**src/rtl/spd_pkg.sv**
```systemverilog
package spd_pkg;
  localparam int GEN_W = 3;
  localparam int CAP_W = 4;

  typedef logic [GEN_W-1:0] gen_t;

  localparam gen_t GEN1 = 3'd1;
  localparam gen_t GEN2 = 3'd2;
  localparam gen_t GEN3 = 3'd3;
  localparam gen_t GEN4 = 3'd4;
  localparam gen_t GEN5 = 3'd5;

  typedef enum logic [1:0] {ST_IDLE, ST_EVAL, ST_REQ, ST_REST} seq_state_t;

  typedef struct packed {
    logic startFresh;
    logic startRetry;
    logic loadTgt;
    logic commit;
    logic markFail;
  } dp_strobe_t;

  // Legal masks keep the disabled rates contiguous from the top.
  function automatic logic maskLegal(logic [CAP_W-1:0] m, logic relaxed);
    logic [CAP_W-1:0] inv;
    logic             thermo;
    inv    = ~m;
    thermo = ((inv & (inv + 1'b1)) == '0);
    return thermo && (!relaxed || (m == '0) || m[1]);
  endfunction
endpackage

```
**src/rtl/spd_datapath.sv**
```systemverilog
module spd_datapath
  import spd_pkg::*;
(
  input  logic             clk,
  input  logic             rstN,
  input  dp_strobe_t       strobe,
  input  logic [CAP_W-1:0] localCap,
  input  logic [CAP_W-1:0] peerCap,
  input  logic [CAP_W-1:0] disMask,
  input  logic             noEqAdv,
  input  logic             eqBypassAdv,
  output gen_t             curSpeed,
  output gen_t             tgtSpeed,
  output logic             maskErr,
  output logic             lastFail,
  output logic             stepAvail
);
  logic [CAP_W-1:0] snapMask;
  logic [CAP_W-1:0] commonCap;
  logic             hasNext;
  gen_t             nextTgt;
  logic             anyStart;

  assign anyStart = strobe.startFresh | strobe.startRetry;

  always_ff @(posedge clk) begin
    if (!rstN) begin
      snapMask  <= '0;
      commonCap <= '0;
      maskErr   <= 1'b0;
    end else if (anyStart) begin
      snapMask  <= disMask;
      commonCap <= localCap & peerCap;
      maskErr   <= !maskLegal(disMask, noEqAdv | eqBypassAdv);
    end
  end

  always_ff @(posedge clk) begin
    if (!rstN) begin
      curSpeed <= GEN1;
      tgtSpeed <= GEN1;
      lastFail <= 1'b0;
    end else begin
      if (strobe.startFresh) curSpeed <= GEN1;
      else if (strobe.commit) curSpeed <= tgtSpeed;
      if (strobe.loadTgt) tgtSpeed <= nextTgt;
      if (anyStart) lastFail <= 1'b0;
      else if (strobe.markFail) lastFail <= 1'b1;
    end
  end

  // Next rate from the current resting rate, using the snapshot.
  always_comb begin
    hasNext = 1'b0;
    nextTgt = curSpeed;
    case (curSpeed)
      GEN1: begin
        if (commonCap[1] && !snapMask[1]) begin
          hasNext = 1'b1;
          nextTgt = GEN3;
        end else if (commonCap[0] && !snapMask[0]) begin
          hasNext = 1'b1;
          nextTgt = GEN2;
        end
      end
      GEN3: begin
        if (commonCap[2] && !snapMask[2] && !snapMask[1]) begin
          hasNext = 1'b1;
          nextTgt = GEN4;
        end
      end
      GEN4: begin
        if (commonCap[3] && !snapMask[3]) begin
          hasNext = 1'b1;
          nextTgt = GEN5;
        end
      end
      default: ;
    endcase
  end

  assign stepAvail = hasNext & !maskErr;

  // Gen4 committed only on top of Gen3
  a_r5_gen4_base: assert property (@(posedge clk) disable iff (!rstN)
    (strobe.commit && tgtSpeed == GEN4) |-> curSpeed == GEN3);
  // Gen5 committed only on top of Gen4
  a_r6_gen5_base: assert property (@(posedge clk) disable iff (!rstN)
    (strobe.commit && tgtSpeed == GEN5) |-> curSpeed == GEN4);
  // a flagged mask never loads a target
  a_r9_err_blocks: assert property (@(posedge clk) disable iff (!rstN)
    maskErr |-> !strobe.loadTgt);
endmodule

```
**src/rtl/spd_control.sv**
```systemverilog
module spd_control
  import spd_pkg::*;
(
  input  logic       clk,
  input  logic       rstN,
  input  logic       rootMode,
  input  logic       trainDone,
  input  logic       swRetrain,
  input  logic       chgDone,
  input  logic       chgFail,
  input  logic       stepAvail,
  input  logic       lastFail,
  output dp_strobe_t strobe,
  output logic       busy,
  output logic       chgReq
);
  seq_state_t state, stateNext;

  always_comb begin
    stateNext = state;
    strobe    = '0;
    case (state)
      ST_IDLE, ST_REST: begin
        if (rootMode && trainDone) begin
          strobe.startFresh = 1'b1;
          stateNext = ST_EVAL;
        end else if (state == ST_REST && rootMode && swRetrain && lastFail) begin
          strobe.startRetry = 1'b1;
          stateNext = ST_EVAL;
        end
      end
      ST_EVAL: begin
        if (stepAvail) begin
          strobe.loadTgt = 1'b1;
          stateNext = ST_REQ;
        end else begin
          stateNext = ST_REST;
        end
      end
      ST_REQ: begin
        if (chgDone) begin
          strobe.commit = 1'b1;
          stateNext = ST_EVAL;
        end else if (chgFail) begin
          strobe.markFail = 1'b1;
          stateNext = ST_REST;
        end
      end
      default: stateNext = ST_IDLE;
    endcase
  end

  always_ff @(posedge clk) begin
    if (!rstN) state <= ST_IDLE;
    else state <= stateNext;
  end

  assign busy   = (state == ST_EVAL) || (state == ST_REQ);
  assign chgReq = (state == ST_REQ);

  // a waiting request stays up until answered
  a_r8_req_held: assert property (@(posedge clk) disable iff (!rstN)
    (chgReq && !chgDone && !chgFail) |=> chgReq);
  // a gap follows every answer
  a_r8_gap: assert property (@(posedge clk) disable iff (!rstN)
    (chgReq && (chgDone || chgFail)) |=> !chgReq);
  // work only starts from a start pulse
  a_r11_busy_start: assert property (@(posedge clk) disable iff (!rstN)
    $rose(busy) |-> $past(trainDone || swRetrain));
  // a retry without a pending failure is ignored
  a_r10_retry_gate: assert property (@(posedge clk) disable iff (!rstN)
    (state == ST_REST && swRetrain && !lastFail && !trainDone) |=> !busy);
  // endpoint mode stays quiet
  a_r2_ep_quiet: assert property (@(posedge clk) disable iff (!rstN)
    (!rootMode && !busy) |=> !busy);
endmodule

```
**src/rtl/spd_escalator.sv**
```systemverilog
module spd_escalator
  import spd_pkg::*;
(
  input  logic             clk,
  input  logic             rstN,
  input  logic             rootMode,
  input  logic             trainDone,
  input  logic [CAP_W-1:0] localCap,
  input  logic [CAP_W-1:0] peerCap,
  input  logic [CAP_W-1:0] disMask,
  input  logic             noEqAdv,
  input  logic             eqBypassAdv,
  input  logic             swRetrain,
  output logic             chgReq,
  output logic [GEN_W-1:0] chgTarget,
  output logic             chgEq,
  input  logic             chgDone,
  input  logic             chgFail,
  output logic [GEN_W-1:0] curSpeed,
  output logic             busy,
  output logic             maskErr
);
  dp_strobe_t strobe;
  gen_t       tgtSpeed;
  logic       lastFail;
  logic       stepAvail;

  spd_control u_ctrl (
    .clk       (clk),
    .rstN      (rstN),
    .rootMode  (rootMode),
    .trainDone (trainDone),
    .swRetrain (swRetrain),
    .chgDone   (chgDone),
    .chgFail   (chgFail),
    .stepAvail (stepAvail),
    .lastFail  (lastFail),
    .strobe    (strobe),
    .busy      (busy),
    .chgReq    (chgReq)
  );

  spd_datapath u_dp (
    .clk         (clk),
    .rstN        (rstN),
    .strobe      (strobe),
    .localCap    (localCap),
    .peerCap     (peerCap),
    .disMask     (disMask),
    .noEqAdv     (noEqAdv),
    .eqBypassAdv (eqBypassAdv),
    .curSpeed    (curSpeed),
    .tgtSpeed    (tgtSpeed),
    .maskErr     (maskErr),
    .lastFail    (lastFail),
    .stepAvail   (stepAvail)
  );

  assign chgTarget = tgtSpeed;
  assign chgEq     = (tgtSpeed >= GEN3);

  // Gen2 requests leave Gen1 without equalization
  a_r3_gen2_req: assert property (@(posedge clk) disable iff (!rstN)
    (chgReq && chgTarget == GEN2) |-> (curSpeed == GEN1 && !chgEq));
  // Gen3 requests leave Gen1 with equalization
  a_r4_gen3_req: assert property (@(posedge clk) disable iff (!rstN)
    (chgReq && chgTarget == GEN3) |-> (curSpeed == GEN1 && chgEq));
  // the target holds while waiting
  a_r8_tgt_stable: assert property (@(posedge clk) disable iff (!rstN)
    (chgReq && !chgDone && !chgFail) |=> $stable(chgTarget));
  // a failure keeps the last good speed and ends the run
  a_r7_fail_hold: assert property (@(posedge clk) disable iff (!rstN)
    (chgReq && chgFail && !chgDone) |=> (!busy && $stable(curSpeed)));
  // no request while the mask is flagged
  a_r9_err_no_req: assert property (@(posedge clk) disable iff (!rstN)
    maskErr |-> !chgReq);
endmodule

```
**config.mk**
```make
export PLATFORM = sky130hd
export DESIGN_NAME = spd_escalator
export DESIGN_NICKNAME = d
export VERILOG_FILES = /design/src/rtl/spd_pkg.sv /design/src/rtl/spd_datapath.sv /design/src/rtl/spd_control.sv /design/src/rtl/spd_escalator.sv
export SDC_FILE = /design/constraint.sdc
export NUM_CORES = 1
export LEC_CHECK = 0
export BUFFER_PORTS_ARGS = -buffer_cell sky130_fd_sc_hd__buf_2
export CORE_ASPECT_RATIO = 1.5
export CORE_MARGIN = 1.5
export CORE_UTILIZATION = 35
export DETAILED_ROUTE_END_ITERATION = 12
export GPL_TIMING_DRIVEN = 0
export PLACE_DENSITY = 0.6
export RECOVER_POWER = 25
export SYNTH_ARGS = -nofsm -noshare
export SYNTH_HDL_FRONTEND = slang
export SYNTH_HIERARCHICAL = 1
export SYNTH_SLANG_ARGS = --single-unit
```
**constraint.sdc**
```tcl
create_clock -name clk -period 2.2 [get_ports clk]
set_clock_uncertainty 0.2 [all_clocks]
set_input_delay 0 -clock clk [delete_from_list [all_inputs] [get_ports clk]]
set_output_delay 0 -clock clk [all_outputs]
set_load 0.01 [all_outputs]
```
==> results_dict.tcl, run 1 <==
set metrics [dict create \
    synth-seq-cells 18 \
    cts_tree "yes" \
    crit_type "flip-flop to flip-flop" \
    met3_length_um 55 \
    synthDistinctLibCells 36 \
    maxSlewHeadroom 0.635 \
    setup_viol 0 \
    cp_max_fo 10 \
    place_hpwl_um 1720 \
    tightest_slew_ns 0.545 \
    hold_path_startpoint "swRetrain" \
    synth_commonest_cells "dfxtp_1 (18), nand2_1 (16), inv_1 (8), nor2_1 (8), a21boi_0 (7)" \
    syn_area_per_cell_sq_um 8.39 \
    synth_warnings 6 \
    crit_required_ns 2.17 \
    ff2ff_path_depth 8 \
    endpoint_kind "flip-flop" \
    grt_max_degree 11 \
    r2r_end "u_dp/snapMask[3]" \
    cp_cell_sequence "inv_1 -> ha_1 -> inv_1 -> nor4_4 -> or2_1 -> clkbuf_4 -> nand2_1 -> a21boi_0" \
    synth_edf_count 0 \
    yosysMostFrequentCell "dfxtp_1" \
    r2r-start "u_ctrl/state[0]" \
    fmax_mhz 494 \
    htree_levels 1 \
    cp.arrival_ns 2.00 \
    drive_gt1_frac 0.217 \
    drc 0 \
    cts_root_buf "clkbuf_8" \
    startpoint "u_ctrl/state[0]" \
    overflow 0 \
    met2WireLength_um 1430 \
    final_nets 192 \
    p_leak_nw 0.596 \
    clockBufferDepth 2 \
    wl_met1_um 1020 \
    grt_pass1_wl_um 4220 \
    ys.flop_type "dfxtp_1" \
    viasPerCell 4.82 \
    fin_cells 203 \
    die_height_um 67.0 \
    syn_to_final_growth_pct 45.8 \
    synth_top_area_cell "dfxtp_1" \
    cts_buffers 3 \
    gp_congestion 0.784 \
    coreArea_sq_um 2650 \
    path_clk_slew_ns 0.06 \
    highest_layer "met4" \
    timing.critical_path.buf_inv 3 \
    slowest_delay_ns 0.38 \
    drtPass1Iterations 4 \
    hold_class "input pin to flip-flop" \
    rrSetupSlack_ns 0.18 \
    outcome "finished, final reports clean" \
    start_util 0.361 \
    fillers 279 \
    rsz0062_at_grt "no" \
    dp_slack_ns -0.0226 \
    crit_family "simple AND/OR/NAND/NOR gates" \
    die_area_sq_um 3060 \
    synthTopCellsByArea "dfxtp_1 (38%), nand2_1 (6.3%), a21boi_0 (5.5%)" \
    place_inst 181 \
    synth_top_cell_area_share 0.377 \
    async_reset_ff_frac 0 \
    drt_iter0_drc 23 \
    synth-seq-area-share 0.377 \
    whs_path_depth 4 \
    track_usage 0.193 \
    post-route-period-util 0.920 \
    grt_pass1_vias 1019 \
    syn-num-nets 138 \
    drv_slew 0 \
    ioPinCount 31 \
    antenna_cells 0 \
    peakVddDrop_mv 0.329 \
    crit_path_start_kind "flip-flop" \
    crit_slowest_cell "dfxtp_1" \
    min_period_ns 2.02 \
    drv_cap 0 \
    vias 978 \
    wire_per_inst_um 12.6 \
    fin_tns_setup_ns 0 \
    io_buffers 30 \
    antenna_found_initial 0 \
    min_to "u_dp/lastFail" \
    fin_ws_ns 0.176 \
    crit_path_frequent_cell "inv_1" \
    cts.sinks 18 \
    timing.hold.ws_ns 0.0814 \
    netlist_instances 114 \
    clk_latency_ns 0.25 \
    synth_area_sq_um 956 \
    die_w_um 45.7 \
    finalHoldViolCount 0 \
    rows 23 \
    power.total_mw 0.726 \
    powerDensity_nw_per_um2 521 \
    drt_wl_total_um 2550 \
    detail-route-antenna-nets 0 \
]
## per-stage QoR
stage	instance area [sq um]	utilization
2_1_floorplan	956	-
3_3_place_gp	1150	0.435
3_5_place_dp	1150	0.435
4_1_cts	1390	0.525
5_1_grt	1390	0.526
6_report	1390	0.526
## cell families after synthesis
kind of cell    Yosys count  share of synthesized area
fa+ha+maj                 3                     0.0393
buf+inv                  10                     0.0406
compound gates           33                      0.240
flops                    18                      0.377
simple gates             46                      0.262
mux                       4                     0.0419
## report_power, final
group / total, mW / switching, mW / leakage (nW) / internal (mW)
Sequential: 0.352 / 0.0120 / 0.146 / 0.340
Combinational: 0.150 / 0.0718 / 0.429 / 0.0785
Clock: 0.224 / 0.102 / 0.0216 / 0.121
Total: 0.726 / 0.186 / 0.596 / 0.540
## flip-flops by register name (all words and copies together) (netlist names)
signal          cells
u_dp/curSpeed       3
u_dp/commonCap      4
u_dp/lastFail       1
u_ctrl/state        2
u_dp/tgtSpeed       3
u_dp/snapMask       4
u_dp/maskErr        1
## layout make-up
cell class                      count  area, sq um  share of cell area
Multi-Input combinational cell     86          572               0.410
Inverter                            8         30.0              0.0215
Clock buffer                        3         41.3              0.0296
Sequential cell                    18          360               0.259
Timing Repair Buffer               49          333               0.239
Buffer                              2         11.3             0.00808
Tap cell                           37         46.3              0.0332
## cells in the final DEF, fill, tap and decap left out, types with 5 or more instances in the layout
cell type and count:
dlygate4sd3_1 19, o21ai_0 5, nand3_1 5, inv_1 8, nand2_1 16, nor2_1 8
a21oi_1 6, clkbuf_1 7, dfxtp_1 18, a21boi_0 6, buf_2 24
## worst register-to-register path, stage by stage, from the launching register on
cell,delay (ns)
dfxtp_1,0.38
inv_1,0.06
ha_1,0.34
inv_1,0.11
nor4_4,0.27
or2_1,0.14
clkbuf_4,0.19
nand2_1,0.08
a21boi_0,0.17
## timing repair
item | 4_1_cts | 5_1_grt
resized for setup | 1 | 3
buffers inserted | 0 | 0
endpoints found under the setup margin | 5 | 9
endpoints found under the hold margin | 14 | 0
hold buffers | 19 | 0
pin swaps | 0 | 1
## worst max path at each step
stage | end | slack, ns | cells after the start
after floorplan | u_dp/commonCap[0] | 0.22 | 8
after global placement | u_dp/commonCap[0] | 0.05 | 8
after detailed placement | u_dp/commonCap[1] | -0.02 | 8
after CTS | u_dp/commonCap[1] | 0.05 | 8
after global routing | u_dp/commonCap[1] | 0.009 | 8
final | u_dp/snapMask[3] | 0.18 | 8
## metal layers
metal  vias to the layer above  track usage
li1                        503            -
met1                       451        0.182
met2                        20        0.371
met3                         4       0.0244
met4                         0        0.103
met5                         -            0
Note: power is estimated with default switching activity, not from simulation.
==> run 2: changes to the inputs <==
--- a/config.mk
+++ b/config.mk
@@ -5,13 +5,14 @@
 export SDC_FILE = /design/constraint.sdc
 export NUM_CORES = 1
 export LEC_CHECK = 0
+export ABC_AREA = 1
 export BUFFER_PORTS_ARGS = -buffer_cell sky130_fd_sc_hd__buf_2
 export CORE_ASPECT_RATIO = 1.5
 export CORE_MARGIN = 1.5
 export CORE_UTILIZATION = 35
 export DETAILED_ROUTE_END_ITERATION = 12
 export GPL_TIMING_DRIVEN = 0
-export PLACE_DENSITY = 0.6
+export PLACE_DENSITY = 0.59
 export RECOVER_POWER = 25
 export SYNTH_ARGS = -nofsm -noshare
 export SYNTH_HDL_FRONTEND = slang
==> run 2 against run 1 <==
Against the previous run: combinational power rose to 3.3 times the previous value; fmax decreased by 1.6%; worst hold slack lost 0.062 ns; setup slack lost 0.034 ns; critical path depth unchanged; clock-buffer cell count rose by 1; sequential power increased by 22%; routed wire length about the same; first-iteration DRC count is 70% higher; design area increased by 1.6%; non-clock buffer count fell by 3; register-to-register slack got worse by 0.03 ns.
==> results_dict.tcl, run 2 <==
set metrics [dict create \
    startpoint "u_ctrl/state[0]" \
    viasPerCell 4.60 \
    crit_type "flip-flop to flip-flop" \
    path_clk_slew_ns 0.07 \
    syn_to_final_growth_pct 41.1 \
    rsz0062_at_grt "no" \
    fmax_mhz 486 \
    drive_gt1_frac 0.205 \
    cp.arrival_ns 2.00 \
    r2r-start "u_ctrl/state[0]" \
    peakVddDrop_mv 0.432 \
    ioPinCount 31 \
    crit_required_ns 2.15 \
    synthTopCellsByArea "dfxtp_1 (36%), nand2_1 (15%), inv_1 (9.4%)" \
    fin_util 0.524 \
    place_hpwl_um 1820 \
    clockBufferDepth 2 \
    start_util 0.371 \
    synth_top_area_cell "dfxtp_1" \
    drt_wl_total_um 2550 \
    io_buffers 30 \
    min_period_ns 2.06 \
    tightest_slew_ns 0.308 \
    ctsResizeCount 0 \
    min_to "u_ctrl/state[0]" \
    drtPass1Iterations 4 \
    overflow 0 \
    r2r_end "u_ctrl/state[1]" \
    grt_pass1_vias 1097 \
    fin_tns_setup_ns 0 \
    cp_cell_sequence "inv_1 -> ha_1 -> inv_2 -> a21oi_2 -> dlygate4sd3_1 -> nand2_2 -> a21oi_1 -> nor2_1" \
    reg_top3 "u_dp/commonCap x4, u_dp/snapMask x4" \
    cts_root_buf "clkbuf_8" \
    syn_area_per_cell_sq_um 6.52 \
    vias 1112 \
    coreArea_sq_um 2710 \
    ys.flop_type "dfxtp_1" \
    fin_cells 242 \
    die_area_sq_um 3200 \
    synth-seq-area-share 0.359 \
    post-route-period-util 0.935 \
    setup_viol 0 \
    fin_area_sq_um 1420 \
    yosysMostFrequentCell "nand2_1" \
    rows 23 \
    crit_path_start_kind "flip-flop" \
    hold_path_startpoint "swRetrain" \
    final_common_cell "nand2_1" \
    synth_warnings 6 \
    async_reset_ff_frac 0 \
    cp_max_fo 4 \
    drv_cap 0 \
    endpoint_kind "flip-flop" \
    drc 0 \
    drv_slew 0 \
    syn-num-nets 178 \
    grt_pass1_wl_um 4230 \
    netlist_instances 154 \
    drt_iter0_drc 39 \
    cts_buffers 3 \
    synth_edf_count 0 \
    synth_commonest_cells "nand2_1 (39), inv_1 (25), nor2_1 (21)" \
    synth_top_cell_area_share 0.359 \
    finalHoldViolCount 0 \
    dpl_cell_area_sq_um 1200 \
    gp_congestion 0.818 \
    final_nets 230 \
    wire_per_inst_um 10.5 \
    cts_tree "yes" \
    crit_slowest_cell "dlygate4sd3_1" \
    antenna_found_initial 0 \
    fillers 313 \
    die_height_um 68.6 \
    rrSetupSlack_ns 0.14 \
    grt_max_degree 11 \
    slowest_delay_ns 0.58 \
    synthDistinctLibCells 20 \
    cts.sinks 18 \
    die_w_um 46.7 \
    outcome "finished, final reports clean" \
    ff2ff_path_depth 8 \
    hold_class "input pin to flip-flop" \
    track_usage 0.180 \
    antenna_cells 0 \
    powerDensity_nw_per_um2 849 \
    htree_levels 1 \
    maxSlewHeadroom 0.794 \
    whs_path_depth 7 \
    synth_area_sq_um 1000 \
    synth-seq-cells 18 \
    p_leak_nw 0.714 \
    place_inst 221 \
    layout_common_cells "nand2_1 (39), inv_1 (25), buf_2 (23)" \
    detail-route-antenna-nets 0 \
    clk_latency_ns 0.25 \
]
[run 2: final cells by class]
class	instances	area, sq um	area share
multi-input cells	107	527	0.372
flip-flops and latches	18	360	0.254
repair buffers	47	312	0.220
well taps	37	46.3	0.0327
inverters	28	105	0.0742
plain buffers	1	11.3	0.00795
clock buffers	4	55.1	0.0389
[run 2: power breakdown]
part / switching (mW) / internal [mW]
combinational: 0.291 / 0.211
sequential: 0.0482 / 0.383
clock: 0.111 / 0.159
[run 2: through the flow]
step	setup WS (ns)	hold WS [ns]	total power [mW]
after floorplan	0.446	-0.0794	0.772
after global placement	0.355	0.0682	0.891
final	0.142	0.0195	1.20
after detailed placement	0.313	0.0750	0.902
after global routing	0.0188	0.0428	1.30
after CTS	0.140	0.0138	1.21
[run 2: timing repair]
item / CTS / global route
buffers inserted: 0 / 0
hold endpoints to repair: 16 / 0
hold buffers: 17 / 0
[run 2: cell families after synthesis]
logic type / synth area share
flip-flops: 0.359
AND/OR/NAND/NOR: 0.348
adder cells (fa/ha/maj): 0.0374
AO/OA/AOI/OAI: 0.140
buffers and inverters: 0.116
[run 2: critical path: cells and delay by family (launching register included)]
kind	cells	cell delay, ns
DFF	1	0.37
buffers and inverters	3	0.71
AOI/OAI and AO/OA	2	0.24
adders and majority gates	1	0.30
and+or+nand+nor	2	0.14
[run 2: how the worst max path moves through the flow]
stage	to	slack (ns)	cells past startpoint
finish	u_ctrl/state[1]	0.14	8
floorplan	u_dp/maskErr	0.45	11
global route	u_ctrl/state[1]	0.02	8
global placement	u_dp/maskErr	0.36	9
detailed placement	u_dp/maskErr	0.31	9
CTS	u_ctrl/state[1]	0.14	8
[run 2: layer usage]
metal,up-vias,GRT usage,share of wire
met5,-,0,0
met4,0,0.0625,0.0075
met3,2,0.0260,0.031
met2,25,0.366,0.57
met1,505,0.173,0.39
li1,580,-,-
